**config.mk**
```make
export PLATFORM = sky130hd
export DESIGN_NAME = xacc_gen
export DESIGN_NICKNAME = d
export VERILOG_FILES = /design/src/rtl/xacc_pkg.sv /design/src/rtl/xacc_state.sv /design/src/rtl/xacc_engine_step.sv /design/src/rtl/xacc_mix.sv /design/src/rtl/xacc_gen.sv
export SDC_FILE = /design/constraint.sdc
export NUM_CORES = 1
export LEC_CHECK = 0
export ABC_AREA = 1
export ABC_CLOCK_PERIOD_IN_PS = 4850
export BUFFER_PORTS_ARGS = -buffer_cell sky130_fd_sc_hd__buf_2
export CORE_UTILIZATION = 58
export DETAILED_ROUTE_END_ITERATION = 8
export GPL_ROUTABILITY_DRIVEN = 0
export PLACE_DENSITY = 0.8
export SLEW_MARGIN = 30
export SYNTH_ARGS = -nofsm -noshare
export SYNTH_HDL_FRONTEND = slang
export SYNTH_HIERARCHICAL = 1
export SYNTH_SLANG_ARGS = --single-unit
```
**constraint.sdc**
```tcl
create_clock -name clk_i -period 4.85 [get_ports clk_i]
set_input_delay 0.97 -clock clk_i [delete_from_list [all_inputs] [get_ports clk_i]]
set_output_delay 0.97 -clock clk_i [all_outputs]
set_load 0.05 [all_outputs]
```
**src/rtl/xacc_pkg.sv**
```systemverilog
package xacc_pkg;
  localparam int unsigned HALF_W    = 16;
  localparam int unsigned ROT_SUM   = 9;
  localparam int unsigned ROT_A     = 13;
  localparam int unsigned SHL_B     = 5;
  localparam int unsigned ROT_C     = 10;
  localparam logic [2*HALF_W-1:0] ZERO_SUB = 32'h6A09_E667;
endpackage

```
**src/rtl/xacc_state.sv**
```systemverilog
module xacc_state
  import xacc_pkg::*;
#(
  parameter int unsigned W = HALF_W,
  parameter logic [2*W-1:0] SUB_SEED = ZERO_SUB
) (
  input  logic         clk_i,
  input  logic         rst_ni,
  input  logic         load_i,
  input  logic [2*W-1:0] seed_i,
  input  logic         adv_i,
  input  logic [W-1:0] nxt_s0_i,
  input  logic [W-1:0] nxt_s1_i,
  output logic [W-1:0] s0_o,
  output logic [W-1:0] s1_o
);
  logic [W-1:0] s0_q, s1_q;
  logic [2*W-1:0] seed_eff;

  assign seed_eff = (seed_i == '0) ? SUB_SEED : seed_i;

  always_ff @(posedge clk_i or negedge rst_ni) begin
    if (!rst_ni) begin
      s0_q <= SUB_SEED[W-1:0];
      s1_q <= SUB_SEED[2*W-1:W];
    end else if (load_i) begin
      s0_q <= seed_eff[W-1:0];
      s1_q <= seed_eff[2*W-1:W];
    end else if (adv_i) begin
      s0_q <= nxt_s0_i;
      s1_q <= nxt_s1_i;
    end
  end

  assign s0_o = s0_q;
  assign s1_o = s1_q;

  p_state_nonzero_r3: assert property (@(posedge clk_i) disable iff (!rst_ni)
    {s1_q, s0_q} != '0);
  p_hold_r7: assert property (@(posedge clk_i) disable iff (!rst_ni)
    (!load_i && !adv_i) |=> ($stable(s0_q) && $stable(s1_q)));
  p_load_r2: assert property (@(posedge clk_i) disable iff (!rst_ni)
    (load_i && seed_i != '0) |=> ({s1_q, s0_q} == $past(seed_i)));
endmodule

```
**src/rtl/xacc_engine_step.sv**
```systemverilog
module xacc_engine_step
  import xacc_pkg::*;
#(
  parameter int unsigned W     = HALF_W,
  parameter int unsigned R_SUM = ROT_SUM,
  parameter int unsigned R_A   = ROT_A,
  parameter int unsigned S_B   = SHL_B,
  parameter int unsigned R_C   = ROT_C
) (
  input  logic [W-1:0] s0_i,
  input  logic [W-1:0] s1_i,
  output logic [W-1:0] s0_o,
  output logic [W-1:0] s1_o,
  output logic [W-1:0] sum_o
);
  logic [W-1:0] add_v, rot_add, mix_t;

  always_comb begin
    add_v   = s0_i + s1_i;
    rot_add = (add_v << R_SUM) | (add_v >> (W - R_SUM));
    sum_o   = rot_add + s0_i;
    mix_t   = s1_i ^ s0_i;
    s0_o    = ((s0_i << R_A) | (s0_i >> (W - R_A))) ^ mix_t ^ (mix_t << S_B);
    s1_o    = (mix_t << R_C) | (mix_t >> (W - R_C));
  end
endmodule

```
**src/rtl/xacc_mix.sv**
```systemverilog
module xacc_mix
  import xacc_pkg::*;
#(
  parameter int unsigned W = HALF_W
) (
  input  logic           clk_i,
  input  logic           rst_ni,
  input  logic           clr_i,
  input  logic           step_i,
  input  logic [2*W-1:0] raw_i,
  output logic [2*W-1:0] res_o
);
  logic [2*W-1:0] res_q;
  logic [W-1:0]   lo_n, hi_n;

  always_comb begin
    lo_n = raw_i[W-1:0] ^ res_q[2*W-1:W];
    hi_n = raw_i[2*W-1:W] + lo_n + W'(1);
  end

  always_ff @(posedge clk_i or negedge rst_ni) begin
    if (!rst_ni)     res_q <= '0;
    else if (clr_i)  res_q <= '0;
    else if (step_i) res_q <= {hi_n, lo_n};
  end

  assign res_o = res_q;

  p_clear_r2: assert property (@(posedge clk_i) disable iff (!rst_ni)
    clr_i |=> (res_q == '0));
  p_hi_sum_r6: assert property (@(posedge clk_i) disable iff (!rst_ni)
    (step_i && !clr_i) |=> (res_q[2*W-1:W] == W'($past(raw_i[2*W-1:W]) + res_q[W-1:0] + W'(1))));
  p_hold_r7: assert property (@(posedge clk_i) disable iff (!rst_ni)
    (!step_i && !clr_i) |=> $stable(res_q));
endmodule

```
**src/rtl/xacc_gen.sv**
```systemverilog
module xacc_gen
  import xacc_pkg::*;
#(
  parameter int unsigned W     = HALF_W,
  parameter int unsigned ITERS = 2,
  localparam int unsigned RAW_W = 2 * W
) (
  input  logic             clk_i,
  input  logic             rst_ni,
  input  logic [RAW_W-1:0] seed_i,
  input  logic             seed_valid_i,
  input  logic             step_i,
  output logic [W-1:0]     word_o,
  output logic             valid_o
);
  logic [W-1:0] st0 [ITERS+1];
  logic [W-1:0] st1 [ITERS+1];
  logic [W-1:0] sums [ITERS];
  logic [RAW_W-1:0] raw, res;
  logic adv, valid_q;

  assign adv = step_i && !seed_valid_i;

  xacc_state #(.W(W)) u_state (
    .clk_i, .rst_ni,
    .load_i  (seed_valid_i),
    .seed_i  (seed_i),
    .adv_i   (adv),
    .nxt_s0_i(st0[ITERS]),
    .nxt_s1_i(st1[ITERS]),
    .s0_o    (st0[0]),
    .s1_o    (st1[0])
  );

  for (genvar g = 0; g < ITERS; g++) begin : g_iter
    xacc_engine_step #(.W(W)) u_step (
      .s0_i (st0[g]),
      .s1_i (st1[g]),
      .s0_o (st0[g+1]),
      .s1_o (st1[g+1]),
      .sum_o(sums[g])
    );
  end

  assign raw = {sums[1], sums[0]};

  xacc_mix #(.W(W)) u_mix (
    .clk_i, .rst_ni,
    .clr_i (seed_valid_i),
    .step_i(adv),
    .raw_i (raw),
    .res_o (res)
  );

  always_ff @(posedge clk_i or negedge rst_ni) begin
    if (!rst_ni) valid_q <= 1'b0;
    else         valid_q <= adv;
  end

  assign word_o  = res[RAW_W-1:W];
  assign valid_o = valid_q;

  p_seed_quiet_r2: assert property (@(posedge clk_i) disable iff (!rst_ni)
    seed_valid_i |=> (!valid_o && word_o == '0));
  p_step_valid_r8: assert property (@(posedge clk_i) disable iff (!rst_ni)
    (step_i && !seed_valid_i) |=> valid_o);
  p_idle_r7: assert property (@(posedge clk_i) disable iff (!rst_ni)
    (!step_i && !seed_valid_i) |=> (!valid_o && $stable(word_o)));
endmodule

```
**After elaboration in Yosys (flattened, before gate mapping)**

Cells that the tools add are included.

- Register bits after elaboration: 65
- Bits in latches: 0
- RAM bits: 0
- ROM bits: 0
- Input bits: 36
- Output and inout port bits: 17
- Word-level logic and storage cells: 34
- Memories: 0

- Add/sub/neg operators: 6
- Multiply operators: 0
- Divide/modulo/power cells: 0
- $lt $le $gt $ge: 0
- Eq/ne operators: 0
- Shifts and indexed selects: 0
- Multiplexer cells: 7
- Bitwise logic cells: 13
- Reduce and logical (&&, ||, !) cells: 4

Operators with widths:

| cell | number |
|---|---|
| $xor A16 B16 Y16 | 7 |
| $mux W32 | 3 |
| $add A16 B16 Y16 | 5 |
| $mux W16 | 4 |
| $logic_not A32 Y1 | 1 |
| $or A16 B10 Y16 | 2 |
| $or A16 B13 Y16 | 2 |
| $or A16 B9 Y16 | 2 |
| $add A16 B1 Y16 const B | 1 |
| $reduce_bool A2 Y1 | 1 |
| $logic_and A1 B1 Y1 | 1 |
| $logic_not A1 Y1 | 1 |

**Longest topological paths before layout**

Gate-level depths: netlist (run 1).

- Depth after elaboration: 10
- Mapped depth: 35
- Mapped depth without buffers: 34

**By module**

Netlist (run 1), hierarchy kept.

By module, submodules not included:

| module | times used | cells each | area each (µm²) | seq. area each (µm²) |
|---|---|---|---|---|
| xacc_mix | 1 | 327 | 2307.2 | 800.8 |
| xacc_engine_step (g_iter[1].u_step) | 1 | 401 | 2213.4 | 0.0 |
| xacc_engine_step (g_iter[0].u_step) | 1 | 405 | 2185.8 | 0.0 |
| xacc_state | 1 | 256 | 1770.4 | 820.8 |
| xacc_gen | 1 | 3 | 35.0 | 25.0 |

**Worst setup path before layout (run 1)**

No wires, ideal clock.

- Kind: register to register
- From: reg u_state.s0_q[6] (netlist: u_state/s0_o[6])
- To: reg u_mix.res_q[31] (netlist: u_mix/res_o[31])
- Library setup time: 0.118 ns
- Arrival time: 4.442 ns
- Data required time: 4.732 ns
- Slack: 0.290 ns
- Cell stages (with the launch flop): 32
- Buffers on the path: 2
- Period minus slack after synthesis: 4.560 ns
- Cell sequence: dfstp_2 > ha_1 > buf_4 > xnor2_1 > xnor2_1 > ha_1 > buf_6 > nand2_1 > nand2_1 > a21oi_1 > nand2_2 > xor2_1 > ha_1 > inv_1 > fa_1 > inv_1 > nand3_1 > nand2_1 > nand2_1 > nand2_1 > nand2_1 > nand3_1 > nand2_1 > ha_1 > nand2_1 > inv_2 > nand2_1 > nand2_1 > a21oi_1 > nand3_1 > nand3_1 > nand2_1

RTL lines:

| what | line | RTL |
|---|---|---|
| start: declaration | xacc_state.sv:17 | `logic [W-1:0] s0_q, s1_q;` |
| start signal: assignment | xacc_state.sv:24 | `s0_q <= SUB_SEED[W-1:0];` |
| start signal: assignment | xacc_state.sv:27 | `s0_q <= seed_eff[W-1:0];` |
| start signal: assignment | xacc_state.sv:30 | `s0_q <= nxt_s0_i;` |
| end signal: assignment | xacc_mix.sv:24 | `else if (step_i) res_q <= {hi_n, lo_n};` |
| end: declaration | xacc_mix.sv:13 | `logic [2*W-1:0] res_q;` |

==> metrics.csv, run 1 <==
metric,value,unit
"Slowest-stage cell, CP",dfstp_2,
first-pass GRT wire length,40.3,mm
worst flop-to-flop path endpoint,u_mix/res_o[30],
Crit path required time,5.05,ns
pin count of the biggest net entering global routing,50,
DP HPWL,20.5,mm
I/O pin count,53,
min Tclk post-route,4.69,ns
f_max,213,MHz
end of the worst hold path,u_state/s1_o[14],
Root Driver,clkbuf_16,
number of cells produced by synthesis,1344,
crit path capture type,register,
max-cap violation count,0,
clock skew,0.00494,ns
Core ar.,13300,sq um
most frequent cell on the critical path,nand2_1,
Area after DPL,8680,sq um
cts bufs inserted,5,
global route total overflow,0,
clk_lat worst skew,0.31,ns
P&R area growth vs syn,15.7,%
WL/cell,16.1,um
status,finished clean,
Final nets,1559,
fillers,1197,
final critical-path share of the clock period,0.968,
CP Launch Type,register,
Final Cell Area,9220,sq um
diodes inserted,0,
first drt pass iteration count,8,
via count,8886,
clock sinks,49,
Post-Route WL,26.0,mm
hold path cells,2,
r2r startpoint,u_state/s0_o[13],
# rows,42,
crit path kind,reg2reg,
Final Core Density,0.691,
starting density of the core,0.597,
CTS tree,done,
Register-to-Register Setup Slack,0.16,ns
Final setup viols,0,
die area,14200,sq um
H-tree depth,2,
min-delay worst type,reg2reg,
1st-iter DRT viols,859,
Post-Syn Nets,1465,
Worst Path Arrival,4.89,ns
Synth Cell Area,7970,sq um
Slew Limit Headroom,0.472,
crit-path max cell delay,0.53,ns
crit-path max FO,5,
Hold Startpoint,u_state/s1_o[14],
R2R depth,27,
die width,119,um
CTS Hold Bufs,0,
vias per std cell,5.50,
gr usage total,0.364,
syn_area_per_cell,5.93,sq um
crit-path leading delay family,simple AND/OR/NAND/NOR gates,
CP bufs+invs,3,
Yosys warning count,6,
Die Y,119,um
Routed Antenna Nets,0,
Tightest Pin Transition,0.791,ns
"Clk pin slew, worst setup/hold paths",0.07,ns
layout cells sized above 1,0.181,
Max clock buf depth,2,
DRC Markers,0,
Port Buffers,52,
max-slew violations,0,
vias in the first global route,8278,
initial antenna violation count,0,
"Hold Vio Cnt, Final",0,
[per-stage QoR]
| step | worst slack [ns] | hold slack, ns | instances | setup TNS, ns |
|---|---|---|---|---|
| global route | -0.115 | 0.498 | 1615 | -0.208 |
| floorplan | 0.290 | 0.449 | 1344 | 0 |
| global placement | 0.0403 | 0.461 | 1598 | 0 |
| detailed placement | 0.0490 | 0.468 | 1598 | 0 |
| CTS | 0.00505 | 0.480 | 1606 | 0 |
| finish | 0.155 | 0.482 | 1615 | 0 |
[cell usage in the layout, fill, tap and decap left out, types with 3 or more instances in the layout]
cell type  instances
a21oi_1           55
a21oi_2            9
and2_1             6
and2_4             3
buf_2             52
buf_4             71
clkbuf_16          5
dfrtp_1           33
dfstp_2           16
fa_1               5
ha_1              55
ha_2              12
ha_4              13
inv_1            184
inv_2             27
nand2_1          467
nand2_2           16
nand3_1           74
nand3_2            5
nand3b_1           3
nand4_1           11
nor2_1           136
nor2_2             7
nor3_1             7
nor3_2             7
o21ai_0           18
o21ai_1           27
xnor2_1           51
xnor2_2            5
xor2_1            40
xor2_2             5
[how the worst max path moves through the flow]
stage	cells after the start	startpoint	to	slack, ns
floorplan	31	u_state/s0_o[6]	u_mix/res_o[31]	0.29
global placement	25	u_state/s0_o[0]	u_mix/res_o[30]	0.04
detailed placement	24	u_state/s0_o[10]	u_mix/res_o[30]	0.05
CTS	24	u_state/s0_o[10]	u_mix/res_o[30]	0.005
global route	28	u_state/s0_o[5]	u_mix/res_o[30]	-0.11
finish	27	u_state/s0_o[13]	u_mix/res_o[30]	0.16
[routing by layer]
layer	global-route usage	up-vias	part of all wire
met4	0.243	0	0.069
li1	-	4326	-
met2	0.582	476	0.45
met1	0.438	3950	0.38
met3	0.0766	134	0.095
met5	0	-	0
[worst register-to-register path, stage by stage (launching register included)]
cell     delay [ns]
dfstp_2        0.53
ha_1           0.28
xnor2_1        0.16
xor2_1         0.16
buf_4          0.15
ha_2           0.40
inv_2          0.08
nor3_2         0.27
and2_1         0.16
nand2_1        0.08
nand3_1        0.09
nand2_1        0.14
ha_4           0.34
nand2_1        0.09
nor2_2         0.17
nand3_1        0.16
nand4_1        0.12
nand2_1        0.13
ha_4           0.32
nand2_1        0.08
inv_1          0.09
nand2_1        0.07
nor3_2         0.12
nand2_1        0.12
nand2_1        0.09
nand2_1        0.05
nand3_1        0.07
nand2_1        0.06
[cell type report]
type	count	area, sq um	share of cell area
clock buffers	6	139	0.0151
clock inverters	2	16.3	0.00176
inverters	212	796	0.0863
multi-input cells	1047	6010	0.652
flip-flops and latches	49	1250	0.135
well taps	176	220	0.0239
repair buffers	123	793	0.0860
[repair_timing]
action                     CTS  global route
setup buffers                0             9
resized for setup            0            58
setup endpoints to repair    0            10
[registers in the layout (all words and copies together), names as in the netlist]
register / count
u_state/s0_o: 16
valid_o: 1
u_state/s1_o: 16
u_mix/res_o: 16
Power of run 1 is left out: the tool's default activity adds up to more than one toggle a clock period on the data nets, which glitch-free logic cannot reach.
==> inputs of run 2 (changes only) <==
- CORE_UTILIZATION: 58 -> 33
- PLACE_DENSITY: 0.8 -> not set
==> metrics.csv, run 2 (synthesized netlist as in run 1, its figures left out) <==
metric,value,unit
Tightest Pin Transition,0.810,ns
diodes inserted,0,
P&R area growth vs syn,16.9,%
CP Launch Type,register,
max-slew violations,0,
gr usage total,0.223,
I/O pin count,53,
Crit path required time,5.04,ns
CTS tree,done,
"commonest non-fill, non-tap cell in the layout",nand2_1,
R2R depth,30,
first-pass GRT wire length,42.7,mm
clock sinks,49,
die area,24800,sq um
WL/cell,15.3,um
"Hold Vio Cnt, Final",0,
unrepaired setup endpoints after global routing,yes,
vias in the first global route,8087,
Post-Route WL,26.7,mm
Die Y,157,um
"non-filler cells, final",1747,
"commonest non-fill, non-tap cells in the layout","nand2_1 (464), inv_1 (185), nor2_1 (135), nand3_1 (73), buf_4 (60)",
CTS Hold Bufs,0,
dpl cells,1736,
via count,8456,
min-delay worst type,reg2reg,
pin count of the biggest net entering global routing,50,
Worst Path Arrival,4.76,ns
crit-path max FO,6,
starting density of the core,0.338,
Final setup viols,0,
most frequent cell on the critical path,nand2_1,
"Clk pin slew, worst setup/hold paths",0.08,ns
area of the multi-input gates,6000,sq um
Port Buffers,52,
final critical-path share of the clock period,0.941,
vias per std cell,4.84,
Setup WS pre-CTS,0.0973,ns
first drt pass iteration count,5,
# rows,56,
cts bufs inserted,5,
DRC Markers,0,
H-tree depth,2,
crit path kind,reg2reg,
crit path capture type,register,
clock skew,0.0119,ns
global route total overflow,0,
clk_lat worst skew,0.31,ns
fillers,2562,
1st-iter DRT viols,714,
"Slowest-stage cell, CP",dfstp_2,
Slew Limit Headroom,0.459,
crit-path max cell delay,0.55,ns
f_max,219,MHz
PnR worst setup slack,0.286,ns
Root Driver,clkbuf_16,
layout cells sized above 1,0.180,
max-cap violation count,0,
hold path cells,2,
register area,1250,sq um
initial antenna violation count,0,
Max clock buf depth,2,
Final nets,1548,
min Tclk post-route,4.56,ns
status,finished clean,
Core ar.,23600,sq um
DP HPWL,22.6,mm
Routed Antenna Nets,0,
die width,157,um
==> run 2: changes by cell type in the layout (fill, tap and decap cells not counted), sizes merged <==
cell | before | now
buf | 123 | 112
clkinvlp | 1 | 0
inv | 212 | 213
==> run 2: cell type report <==
cell class,count,area share
Clock inverter,2,0.00188
Multi-Input combinational cell,1047,0.644
Sequential cell,49,0.134
Tap cell,319,0.0428
Clock buffer,6,0.0161
Timing Repair Buffer,112,0.0763
Inverter,212,0.0854
==> run 2: repair_timing <==
action	in CTS	in global routing
setup endpoints to repair	0	11
gates resized for setup	0	63
setup buffers	0	3
==> run 2: critical path, delay by kind of cell (launching register included) <==
kind | cells | cell delay [ns]
AOI/OAI and AO/OA | 2 | 0.32
DFF | 1 | 0.55
buffers and inverters | 4 | 0.42
and+or+nand+nor | 19 | 1.59
xor gates and xnor gates | 1 | 0.24
adders and majority gates | 4 | 1.31
==> run 2: through the flow <==
stage	util	area, sq um	setup TNS [ns]	hold WS (ns)
after floorplan	-	7970	0	0.449
after global placement	0.374	8820	0	0.459
after detailed placement	0.374	8820	0	0.466
after CTS	0.381	8990	0	0.477
after global routing	0.395	9320	-0.0483	0.495
final	0.395	9320	0	0.474
==> run 2: metal layers <==
layer | wire length, um | vias to the layer above | track usage | share of wire
met3 | 1640 | 52 | 0.0281 | 0.061
met1 | 11900 | 3801 | 0.289 | 0.45
met2 | 12200 | 311 | 0.380 | 0.46
li1 | - | 4292 | - | -
met5 | 0 | - | 0 | 0
met4 | 946 | 0 | 0.0767 | 0.035
==> run 2: path summary, 6_finish.rpt <==
path	start	to	slack, ns
worst min-delay path	u_state/s1_o[11]	u_state/s1_o[11]	0.47
max in group asynchronous	rst_ni	u_mix/res_o[17]	3.61
worst min register to register	u_state/s1_o[11]	u_state/s1_o[11]	0.47
worst max-delay path	u_state/s0_o[6]	u_mix/res_o[31]	0.29
min in group asynchronous	rst_ni	u_state/s0_o[11]	0.77
worst max register to register	u_state/s0_o[6]	u_mix/res_o[31]	0.29
Power of run 2 is left out for the same reason.
